[src/rtl/twr_pkg.sv]
package twr_pkg;

  localparam int unsigned TWR_MAX_W = 32;

  // A pattern is on the cycle when at most one adjacent bit pair differs.
  function automatic logic twr_is_legal(input logic [TWR_MAX_W-1:0] v,
                                        input int unsigned w);
    int unsigned flips;
    flips = 0;
    for (int unsigned k = 0; k < TWR_MAX_W - 1; k++) begin
      if (k + 1 < w) flips += 32'(v[k] ^ v[k+1]);
    end
    return (flips <= 1);
  endfunction

endpackage

[src/rtl/twr_release_sync.sv]
module twr_release_sync (
  input  logic clk_i,
  input  logic clr_i,
  output logic run_o
);
  logic stage1_q;
  logic stage2_q;

  always_ff @(posedge clk_i or posedge clr_i) begin
    if (clr_i) begin
      stage1_q <= 1'b0;
      stage2_q <= 1'b0;
    end else begin
      stage1_q <= 1'b1;
      stage2_q <= stage1_q;
    end
  end

  assign run_o = stage2_q;

  a_r2_run_after_stage1: assert property (@(posedge clk_i)
    $rose(run_o) |-> $past(stage1_q));
endmodule

[src/rtl/twr_shift_core.sv]
module twr_shift_core #(
  parameter int unsigned W = 4
) (
  input  logic         clk_i,
  input  logic         run_i,
  input  logic         ld_en_i,
  input  logic [W-1:0] ld_val_i,
  input  logic         fix_en_i,
  input  logic         bad_i,
  output logic [W-1:0] q_o
);
  logic [W-1:0] q_q;
  logic [W-1:0] q_next;
  logic         zap;

  assign zap = fix_en_i & bad_i;

  always_comb begin
    if (ld_en_i)  q_next = ld_val_i;
    else if (zap) q_next = '0;
    else          q_next = {q_q[W-2:0], ~q_q[W-1]};
  end

  always_ff @(posedge clk_i or negedge run_i) begin
    if (!run_i) q_q <= '0;
    else        q_q <= q_next;
  end

  assign q_o = q_q;

  a_r3_shift_rule: assert property (@(posedge clk_i) disable iff (!run_i)
    (!ld_en_i && !zap) |=>
      (q_q[W-1:1] == $past(q_q[W-2:0])) && (q_q[0] == !$past(q_q[W-1])));

  a_r7_zero_on_fix: assert property (@(posedge clk_i) disable iff (!run_i)
    (!ld_en_i && fix_en_i && bad_i) |=> (q_q == '0));

  a_r8_seed_load: assert property (@(posedge clk_i) disable iff (!run_i)
    ld_en_i |=> (q_q == $past(ld_val_i)));
endmodule

[src/rtl/twr_code_check.sv]
module twr_code_check #(
  parameter int unsigned W = 4
) (
  input  logic [W-1:0] q_i,
  output logic         bad_o
);
  import twr_pkg::*;

  assign bad_o = !twr_is_legal(TWR_MAX_W'(q_i), W);
endmodule

[src/rtl/twr_state_decode.sv]
module twr_state_decode #(
  parameter int unsigned W = 4,
  localparam int unsigned NS = 2 * W
) (
  input  logic [W-1:0]  q_i,
  output logic [NS-1:0] hot_o
);
  // First half of the cycle: a run of ones growing from bit 0.
  for (genvar k = 0; k < W; k++) begin : g_fill
    if (k == 0) begin : g_end
      assign hot_o[0] = ~q_i[0] & ~q_i[W-1];
    end else begin : g_pair
      assign hot_o[k] = q_i[k-1] & ~q_i[k];
    end
  end

  // Second half: the run of ones draining from bit 0.
  for (genvar k = 0; k < W; k++) begin : g_drain
    if (k == 0) begin : g_end
      assign hot_o[W] = q_i[0] & q_i[W-1];
    end else begin : g_pair
      assign hot_o[W+k] = ~q_i[k-1] & q_i[k];
    end
  end
endmodule

[src/rtl/twr_counter.sv]
module twr_counter #(
  parameter int unsigned W = 4,
  localparam int unsigned NS = 2 * W
) (
  input  logic          clk_i,
  input  logic          clr_i,
  input  logic          ld_en_i,
  input  logic [W-1:0]  ld_val_i,
  input  logic          fix_en_i,
  output logic [W-1:0]  count_o,
  output logic [NS-1:0] state_hot_o,
  output logic          illegal_o
);
  logic         run;
  logic         bad;
  logic [W-1:0] q;

  twr_release_sync u_sync (
    .clk_i (clk_i),
    .clr_i (clr_i),
    .run_o (run)
  );

  twr_shift_core #(.W(W)) u_core (
    .clk_i    (clk_i),
    .run_i    (run),
    .ld_en_i  (ld_en_i),
    .ld_val_i (ld_val_i),
    .fix_en_i (fix_en_i),
    .bad_i    (bad),
    .q_o      (q)
  );

  twr_code_check #(.W(W)) u_check (
    .q_i   (q),
    .bad_o (bad)
  );

  twr_state_decode #(.W(W)) u_dec (
    .q_i   (q),
    .hot_o (state_hot_o)
  );

  assign count_o   = q;
  assign illegal_o = bad;

  a_r1_clear_zero: assert property (@(posedge clk_i)
    clr_i |-> (q == '0) && (state_hot_o == NS'(1)));

  a_r5_one_strobe: assert property (@(posedge clk_i) disable iff (!run)
    !bad |-> ($countones(state_hot_o) == 1));

  a_r4_stays_legal: assert property (@(posedge clk_i) disable iff (!run)
    (!bad && !ld_en_i) |=> !bad);
endmodule

[config.mk]
export PLATFORM = sky130hd
export DESIGN_NAME = twr_counter
export DESIGN_NICKNAME = d
export VERILOG_FILES = /design/src/rtl/twr_pkg.sv /design/src/rtl/twr_release_sync.sv /design/src/rtl/twr_shift_core.sv /design/src/rtl/twr_code_check.sv /design/src/rtl/twr_state_decode.sv /design/src/rtl/twr_counter.sv
export SDC_FILE = /design/constraint.sdc
export NUM_CORES = 1
export LEC_CHECK = 0
export ABC_AREA = 1
export BUFFER_PORTS_ARGS = -buffer_cell sky130_fd_sc_hd__buf_4
export CORE_AREA = 5 5 42 44
export CTS_CLUSTER_SIZE = 12
export DETAILED_ROUTE_END_ITERATION = 8
export DIE_AREA = 0 0 47 49
export SLEW_MARGIN = 40
export SYNTH_ARGS = -nofsm -noshare
export SYNTH_HDL_FRONTEND = slang
export SYNTH_HIERARCHICAL = 1
export SYNTH_SLANG_ARGS = --single-unit
[constraint.sdc]
create_clock -name clk_i -period 3.72 [get_ports clk_i]
set_clock_uncertainty 0.05 [all_clocks]
set_input_delay 0.744 -clock clk_i [delete_from_list [all_inputs] [get_ports clk_i]]
set_output_delay 0.744 -clock clk_i [all_outputs]
set_load 0.03 [all_outputs]
==> run_results.csv, run 1 <==
group,metric,value,unit
cells_and_area,multi_input_area,144,sq um
routing,wl_per_cell,9.48,microns
clock_network,clkSinkCount,6,
yosys,yosysMostFrequentCell,"nand2_1",
yosys,async_flop_share,100,%
critical_path,r2r_slack,2.14,ns
yosys,synthTopCellsByArea,"dfrtp_1 (45%), nand2_1 (22%), inv_1 (11%)",
routing,drc,0,
yosys,ys_warn_count,6,
yosys,syn-instance-count,50,
yosys,synth_area,335,sq um
routing,routed-via-count,354,
yosys,synth-main-ff-cell,"dfrtp_1",
yosys,yosysSeqAreaShare,44.8,%
grt,grt_antenna_before_repair,0,
routing,viasPerCell,3.98,
placed_design,dp_hpwl,646,microns
yosys,synth-edff-count,0,
clock_network,cts_hold_buffers,0,
pwr,cellLeakagePower,0.329,nW
pwr,peakVddDrop,284,uV
floorplan,start_util,23.9,%
floorplan,die_h,49,microns
cells_and_area,seqCellArea,150,sq um
floorplan,die_w,47,microns
clock_network,clock_latency,0.25,ns
floorplan,die_area,0.00230,sq mm
critical_path,end_kind,"output pin",
grt,grt.overflow.total,0,
timing,layout_worst_path_cycle_share,64.2,%
cells_and_area,antenna_cells,0,
hold_path,hold_class,"reg2async",
clock_network,cts_max_path_buffers,2,
critical_path,reg2regPathDepth,7,
yosys,yosys-top-cells-count,"nand2_1 (20), inv_1 (10), nor2_1 (8)",
cells_and_area,final_cell_area,528,sq um
clock_network,cts_tree,"done",
critical_path,required,2.93,ns
placed_design,portBuffers,20,
floorplan,rows,14,
timing,min_period,2.39,ns
cells_and_area,layout-drive-gt1-share,32.9,%
routing,final_antenna_net_count,0,
yosys,syn_nets,59,
clock_network,cts_resized,0,
yosys,yosysTopAreaCellShare,44.8,%
placed_design,gp_congestion,0.710,
yosys,yosysUniqueCellTypes,8,
clock_network,root_buffer,"clkbuf_4",
routing,drt_wl_total,844,microns
timing,max_freq,0.419,GHz
placed_design,dpl-instance-area,505,sq um
timing,grt_setup_unrepaired,"false",
critical_path,r2r-end,"u_core/q_o[2]",
timing,setup_viol,0,
cells_and_area,fillers,147,
floorplan,ioPinCount,21,
critical_path,crit_fanout,8,
timing,drv_slew,0,
timing,hold_viol,0,
status,status,"completed",
critical_path,reg2reg_from,"u_core/q_o[1]",
critical_path,arrival,1.59,ns
pwr,p_per_area,461,mW/mm^2
grt,grt_pass1_wl,1450,microns
floorplan,core,0.00140,sq mm
timing,fin_tns_setup,0,ns
clock_network,cts_made_buffers,3,
routing,first_iter_violations,6,
critical_path,cp-start-kind,"flip-flop",
run,maxCapViolCount,0,
grt,grt_pass1_vias,340,
pwr,p_total,0.243,mW
clock_network,ctsHtreeMaxLevel,1,
cells_and_area,finalNetCount,84,
yosys,yosys.area.top_type,"dfrtp_1",
cells_and_area,area_delta_synth_final,57.5,%
routing,dr.pass1.iters,3,
yosys,syn_avg_cell_area,6.71,sq um
clock_network,cts.clk_slew.worst_paths,0.04,ns
grt,grtUsageTotal,9.16,%
grt,grt_max_degree,9,
yosys,ys_ff_latch,6,
critical_path,path_class,"reg2out",
clock_network,cts_setup_buffers,0,
==> critical path: stages, from the launching register on <==
cell	delay, ns
dfrtp_1	0.50
inv_1	0.09
nand2_1	0.07
nand2_1	0.07
fa_1	0.44
buf_4	0.18
==> kinds of logic (layout without fill, tap and decap cells) <==
| logic type | count (synthesis) | after routing | synth area share [%] |
|---|---|---|---|
| other | 1 | 1 | 1.12 |
| adder cells (fa/ha/maj) | 1 | 1 | 5.97 |
| flip-flops | 6 | 6 | 44.8 |
| AND/OR/NAND/NOR | 31 | 31 | 35.8 |
| buffers and inverters | 11 | 34 | 12.3 |
==> worst max-delay path by stage <==
stage                  startpoint        end  cells past startpoint
floorplan           u_core/q_o[1]  illegal_o                      4
global placement    u_core/q_o[1]  illegal_o                      5
detailed placement  u_core/q_o[1]  illegal_o                      5
CTS                 u_core/q_o[1]  illegal_o                      5
global route        u_core/q_o[1]  illegal_o                      5
finish              u_core/q_o[1]  illegal_o                      5
==> final cells by class <==
cell class	instances	share of cell area, %
Multi-Input combinational cell	33	27.3
Sequential cell	6	28.4
Tap cell	16	3.79
Timing Repair Buffer	20	28.4
Clock buffer	3	4.27
Inverter	11	7.82
==> placed cells by master (no fill, tap or decap) <==
cell type / instances
conb_1: 1
buf_4: 20
nand3_1: 3
inv_2: 1
fa_1: 1
inv_1: 10
nand2_1: 20
clkbuf_4: 3
nor2_1: 8
dfrtp_1: 6
==> per-stage QoR <==
stage,utilization [%],worst slack [ns],hold WS [ns],instances
detailed placement,36.1,1.60,0.00447,86
floorplan,-,1.54,-0.00971,50
CTS,37.7,1.32,0.00842,89
global route,37.7,1.23,0.0228,89
global placement,36.1,1.62,0.00585,86
finish,37.7,1.33,0.00649,89
==> layer usage <==
metal,up-vias,share of wire [%],global-route usage (%)
met5,-,0,0
met4,0,0.83,5.53
met3,2,12,5.54
met2,16,46,12.9
met1,149,40,10.2
li1,187,-,-
==> sequential cells by signal (all words and copies together), names as in the netlist <==
register	count
u_core/q_o	4
u_sync/run_o	1
u_sync/stage1_q	1
==> where the power goes <==
group	internal [mW]	total (mW)	switching (mW)	leakage, nW
sequential	0.0716	0.0837	0.0122	0.0722
combinational	0.0372	0.0999	0.0627	0.243
clock	0.0365	0.0596	0.0231	0.0138
total	0.145	0.243	0.0980	0.329
(Power assumes the default switching activity.)
==> run 2: changes to the inputs <==
--- a/config.mk
+++ b/config.mk
@@ -5,7 +5,7 @@
 export SDC_FILE = /design/constraint.sdc
 export NUM_CORES = 1
 export LEC_CHECK = 0
-export ABC_AREA = 1
+export ABC_AREA = 0
 export BUFFER_PORTS_ARGS = -buffer_cell sky130_fd_sc_hd__buf_4
 export CORE_AREA = 5 5 42 44
 export CTS_CLUSTER_SIZE = 12
==> constraint.sdc (replaced) <==
create_clock -name clk_i -period 2 [get_ports clk_i]
set_clock_uncertainty 0.05 [all_clocks]
set_input_delay 0.4 -clock clk_i [delete_from_list [all_inputs] [get_ports clk_i]]
set_output_delay 0.4 -clock clk_i [all_outputs]
set_load 0.03 [all_outputs]
==> run 2 against run 1 <==
Compared with the run above:
- clock power grew 86%
- critical endpoint unchanged
- highest routed layer unchanged
- area after synthesis down 5.2%
- register-to-register slack worse by 1.6 ns
- largest cell class is now multi-input combinational cells
- critical path type unchanged
- synthesized cell count shrank 42%
==> run_results.csv, run 2 <==
group,metric,value,unit
status,status,"completed",
cells_and_area,area_delta_synth_final,70.1,%
grt,grt_pass1_vias,327,
timing,drv_slew,0,
yosys,yosysSeqAreaShare,47.2,%
cells_and_area,largest_reg_flops,4,
critical_path,required,1.55,ns
floorplan,die_h,49,microns
critical_path,max_stage_delay,0.45,ns
clock_network,root_buffer,"clkbuf_4",
floorplan,ioPinCount,21,
yosys,syn-instance-count,29,
yosys,ys_ff_latch,6,
grt,grt_antenna_before_repair,0,
grt,grt_pass1_wl,1390,microns
timing,layout_worst_path_cycle_share,97.3,%
routing,dr.pass1.iters,4,
clock_network,ctsHtreeMaxLevel,1,
routing,routed-via-count,303,
cells_and_area,layout_common_cells,"buf_4 (21), nor2b_1 (7), a22o_1 (4), dfrtp_2 (4), clkbuf_4 (3)",
timing,min_period,1.95,ns
critical_path,cp-start-kind,"flip-flop",
yosys,yosys-top-cells-count,"nor2b_1 (7), dfrtp_1 (6), a22o_1 (4)",
yosys,syn_avg_cell_area,11.0,sq um
timing,grt_setup_unrepaired,"false",
critical_path,r2r_slack,0.51,ns
yosys,yosysTopAreaCellShare,47.2,%
cells_and_area,antenna_cells,0,
yosys,synth-main-ff-cell,"dfrtp_1",
routing,drt_wl_total,792,microns
routing,first_iter_violations,6,
cells_and_area,seqCellArea,155,sq um
clock_network,cts_made_buffers,3,
cells_and_area,layout-drive-gt1-share,57.4,%
critical_path,end_kind,"output pin",
yosys,yosys.area.top_type,"dfrtp_1",
critical_path,path_class,"reg2out",
routing,drc,0,
critical_path,reg2reg_from,"u_core/q_o[1]",
cells_and_area,multi_input_area,171,sq um
timing,setup_viol,0,
clock_network,cts_tree,"done",
pwr,peakVddDrop,322,uV
cells_and_area,layout_commonest_cell,"buf_4",
critical_path,slowest_stage,"dfrtp_2",
floorplan,rows,14,
yosys,yosysMostFrequentCell,"nor2b_1",
critical_path,crit_fanout,6,
timing,max_freq,0.514,GHz
routing,viasPerCell,4.33,
placed_design,portBuffers,20,
critical_path,reg2regPathDepth,4,
yosys,synth_area,318,sq um
critical_path,path_cells,"xor2_2 -> fa_1 -> buf_4",
floorplan,die_area,0.00230,sq mm
placed_design,gp_congestion,0.710,
timing,hold_viol,0,
yosys,synthTopCellsByArea,"dfrtp_1 (47%), nor2b_1 (14%), a22o_1 (11%)",
timing,fin_tns_setup,0,ns
pwr,p_per_area,915,mW/mm^2
grt,grtUsageTotal,8.58,%
yosys,async_flop_share,100,%
routing,final_antenna_net_count,0,
cells_and_area,finalNetCount,65,
grt,grt.overflow.total,0,
clock_network,clkSinkCount,6,
cells_and_area,fillers,147,
floorplan,die_w,47,microns
critical_path,arrival,1.50,ns
cells_and_area,utilization,38.6,%
floorplan,start_util,22.7,%
yosys,ys_warn_count,6,
yosys,syn_nets,38,
clock_network,cts_max_path_buffers,2,
routing,wl_per_cell,11.3,microns
critical_path,r2r-end,"u_core/q_o[3]",
grt,grt_max_degree,9,
yosys,yosysUniqueCellTypes,11,
clock_network,cts.clk_slew.worst_paths,0.05,ns
run,maxCapViolCount,0,
yosys,synth-edff-count,0,
hold_path,hold_class,"reg2async",
pwr,cellLeakagePower,0.273,nW
clock_network,clock_latency,0.24,ns
floorplan,core,0.00140,sq mm
[run 2: changes by cell type after synthesis]
cell,change
and2b_2,+2
inv_1,-9
inv_2,-1
nand2_1,-19
xor2_1,+3
nor2_1,-6
and2_1,+1
a22o_1,+4
nor2b_1,+7
nand3_1,-3
[run 2: repair_timing]
item	4_1_cts	5_1_grt
gates resized for setup	0	5
buffers inserted	0	1
endpoints found under the setup margin	0	1
hold endpoints to repair	2	0
hold buffers	1	0
[run 2: metrics by stage]
stage          hold WS, ns  instances  cell area [sq um]  setup slack (ns)  power (mW)
2_1_floorplan     -0.00971         29                318             0.194       0.294
3_3_place_gp        0.0139         65                488             0.293       0.375
3_5_place_dp        0.0137         65                488             0.274       0.377
4_1_cts             0.0155         69                520           0.00453       0.495
6_report           0.00577         70                541            0.0546       0.495
5_1_grt             0.0363         70                541          0.000703       0.530
[run 2: power breakdown]
part	total [mW]	switching [mW]	internal [mW]
clock	0.111	0.0434	0.0679
combinational	0.223	0.128	0.0951
sequential	0.161	0.0242	0.136
[run 2: kinds of logic after synthesis]
kind of cell | after synthesis | share of synthesized area, %
adders and majority gates | 1 | 6.30
other | 1 | 1.18
xor gates and xnor gates | 3 | 8.27
buffers and inverters | 1 | 1.18
AOI/OAI and AO/OA | 4 | 11.0
and+or+nand+nor | 13 | 24.8
DFF | 6 | 47.2
[run 2: final cells by class]
class / instances / share of cell area, %
multi-input combinational: 22 / 31.7
timing repair buffer: 22 / 31.0
sequential: 6 / 28.7
clock buffer: 3 / 4.17
tap: 16 / 3.70
inverter: 1 / 0.694
[run 2: worst max path at each step]
stage	from	end	slack [ns]	cells after the start
floorplan	u_core/q_o[1]	illegal_o	0.19	2
global placement	u_core/q_o[1]	illegal_o	0.29	3
detailed placement	u_core/q_o[1]	illegal_o	0.27	3
CTS	u_core/q_o[1]	illegal_o	0.005	3
global route	u_core/q_o[2]	illegal_o	0.0007	3
finish	u_core/q_o[1]	illegal_o	0.05	3
[run 2: worst max-delay path, delay by kind of cell (launching register included)]
family / cells / cell delay (ns)
flops: 1 / 0.45
fa+ha+maj: 1 / 0.43
buf+inv: 1 / 0.18
xor+xnor: 1 / 0.19
[run 2: metal layers]
| metal | wire length (microns) | part of all wire, % | vias to the layer above | GRT usage (%) |
|---|---|---|---|---|
| met5 | 0 | 0 | - | 0 |
| met4 | 15 | 1.9 | 0 | 6.91 |
| met3 | 74 | 9.3 | 2 | 2.58 |
| met2 | 365 | 46 | 19 | 11.3 |
| met1 | 336 | 42 | 140 | 11.0 |
| li1 | - | - | 142 | - |
==> run 3: changes to the inputs <==
--- a/config.mk
+++ b/config.mk
@@ -11,6 +11,7 @@
 export CTS_CLUSTER_SIZE = 12
 export DETAILED_ROUTE_END_ITERATION = 8
 export DIE_AREA = 0 0 47 49
+export GPL_TIMING_DRIVEN = 0
 export SLEW_MARGIN = 40
 export SYNTH_ARGS = -nofsm -noshare
 export SYNTH_HDL_FRONTEND = slang
==> constraint.sdc (replaced) <==
create_clock -name clk_i -period 2.1 [get_ports clk_i]
set_clock_uncertainty 0.05 [all_clocks]
set_input_delay 0.42 -clock clk_i [delete_from_list [all_inputs] [get_ports clk_i]]
set_output_delay 0.42 -clock clk_i [all_outputs]
set_load 0.03 [all_outputs]
==> run 3 against run 2 <==
Compared with the run above:
- sequential cell count is the same
- largest power group unchanged
- worst setup slack gained 0.036 ns
- cell count shrank 1.4%
- total power shrank 7.5%
- critical endpoint unchanged
- highest routed layer unchanged
- critical path depth is the same
- largest cell class unchanged
- combinational power shrank 8%
==> run_results.csv, run 3 (synthesis results as in run 2) <==
group,metric,value,unit
hold_path,hold_class,"reg2async",
critical_path,path_class,"reg2out",
pwr,cellLeakagePower,0.272,nW
timing,hold_viol,0,
timing,layout_worst_path_cycle_share,95.7,%
cells_and_area,finalNetCount,64,
clock_network,cts.clk_slew.worst_paths,0.04,ns
clock_network,cts_made_buffers,3,
routing,routed-via-count,279,
timing,max_freq,0.498,GHz
cells_and_area,final_cell_area,520,sq um
grt,met3_usage,3.69,%
routing,final_antenna_net_count,0,
critical_path,required,1.63,ns
critical_path,path_cells,"xor2_1 -> fa_1 -> buf_4",
cells_and_area,largest_reg_flops,4,
pwr,p_per_area,879,mW/mm^2
floorplan,die_w,47,microns
placed_design,placedCellCount,65,
floorplan,die_area,0.00230,sq mm
timing,drv_slew,0,
timing,grt_setup_unrepaired,"false",
grt,use_met2,8.37,%
grt,grt.overflow.total,0,
clock_network,cts_max_path_buffers,2,
placed_design,dpl-instance-area,488,sq um
cells_and_area,layout_commonest_cell,"buf_4",
clock_network,cts_setup_buffers,0,
critical_path,max_stage_delay,0.46,ns
floorplan,start_util,22.7,%
floorplan,ioPinCount,21,
routing,dr.pass1.iters,2,
pwr,p_total,0.457,mW
placed_design,portBuffers,20,
timing,fin_tns_setup,0,ns
clock_network,ctsHtreeMaxLevel,1,
cells_and_area,antenna_cells,0,
floorplan,rows,14,
cells_and_area,fin_cells,69,
grt,grt_max_degree,9,
routing,viasPerCell,4.04,
grt,grt_antenna_before_repair,0,
cells_and_area,area_delta_synth_final,63.8,%
cells_and_area,fillers,157,
routing,drc,0,
grt,grt_pass1_vias,276,
critical_path,end_kind,"output pin",
critical_path,crit_fanout,8,
grt,grtUsageMet1,8.62,%
grt,grt_pass1_wl,1100,microns
grt,grtUsageTotal,6.90,%
critical_path,slowest_stage,"dfrtp_1",
pwr,peakVddDrop,272,uV
cells_and_area,utilization,37.1,%
routing,drt_wl_total,691,microns
clock_network,cts_resized,0,
cells_and_area,layout_common_cells,"buf_4 (20), nor2b_1 (7), dfrtp_1 (6), a22o_1 (4)",
status,status,"completed",
run,maxCapViolCount,0,
critical_path,cp-start-kind,"flip-flop",
routing,wl_per_cell,10.0,microns
clock_network,clock_latency,0.24,ns
grt,top_usage_layer,"met1",
floorplan,die_h,49,microns
clock_network,clkSinkCount,6,
cells_and_area,layout-drive-gt1-share,47.2,%
clock_network,cts_tree,"done",
routing,first_iter_violations,1,
critical_path,arrival,1.54,ns
placed_design,gp_congestion,0.681,
clock_network,cts_hold_buffers,1,
clock_network,root_buffer,"clkbuf_4",
floorplan,core,0.00140,sq mm
timing,setup_viol,0,
timing,min_period,2.01,ns
[run 3: cell count changes in the layout (fill, tap and decap cells not counted), sizes merged]
cell,before,now
buf,21,20
[run 3: through the flow]
step                      hold WS, ns  setup WS (ns)
after floorplan              -0.00971          0.274
after global placement        0.00326          0.336
after detailed placement      0.00528          0.334
after CTS                     0.00912         0.0658
after global routing           0.0268        0.00299
final                        0.000377         0.0901
[run 3: worst paths after layout]
| kind | startpoint | endpoint | slack (ns) | cells past startpoint |
|---|---|---|---|---|
| max reg2reg | u_core/q_o[1] | u_core/q_o[3] | 0.58 | 4 |
| min reg2reg | u_sync/run_o | u_core/q_o[0] | 0.0004 | 0 |
| max | u_core/q_o[1] | illegal_o | 0.09 | 3 |
| max in group asynchronous | clr_i | u_sync/run_o | 1.36 | 3 |
| min in group clk_i | u_sync/stage1_q | u_sync/run_o | 0.29 | 0 |
| min | u_sync/run_o | u_core/q_o[0] | 0.0004 | 0 |
[run 3: routing by layer]
| metal | vias to the layer above | part of all wire, % |
|---|---|---|
| met1 | 121 | 45 |
| met4 | 0 | 2.2 |
| met5 | - | 0 |
| met3 | 2 | 9.4 |
| met2 | 16 | 43 |
| li1 | 140 | - |
[run 3: area by class of cell]
cell class / count / area [sq um] / share of cell area [%]
clock buffers: 3 / 22.5 / 4.33
well taps: 16 / 20.0 / 3.85
repair buffers: 21 / 160 / 30.8
flip-flops and latches: 6 / 150 / 28.8
multi-input cells: 22 / 164 / 31.5
inverters: 1 / 3.75 / 0.721
[run 3: worst max-delay path, delay by kind of cell, from the launching register on]
kind	cells	cell delay [ns]
flip-flops	1	0.46
adder cells (fa/ha/maj)	1	0.45
XOR/XNOR	1	0.21
buffers and inverters	1	0.18
[run 3: where the power goes]
group | leakage, nW | internal, mW | switching, mW
combinational | 0.185 | 0.0860 | 0.119
sequential | 0.0723 | 0.128 | 0.0218
clock | 0.0138 | 0.0644 | 0.0386
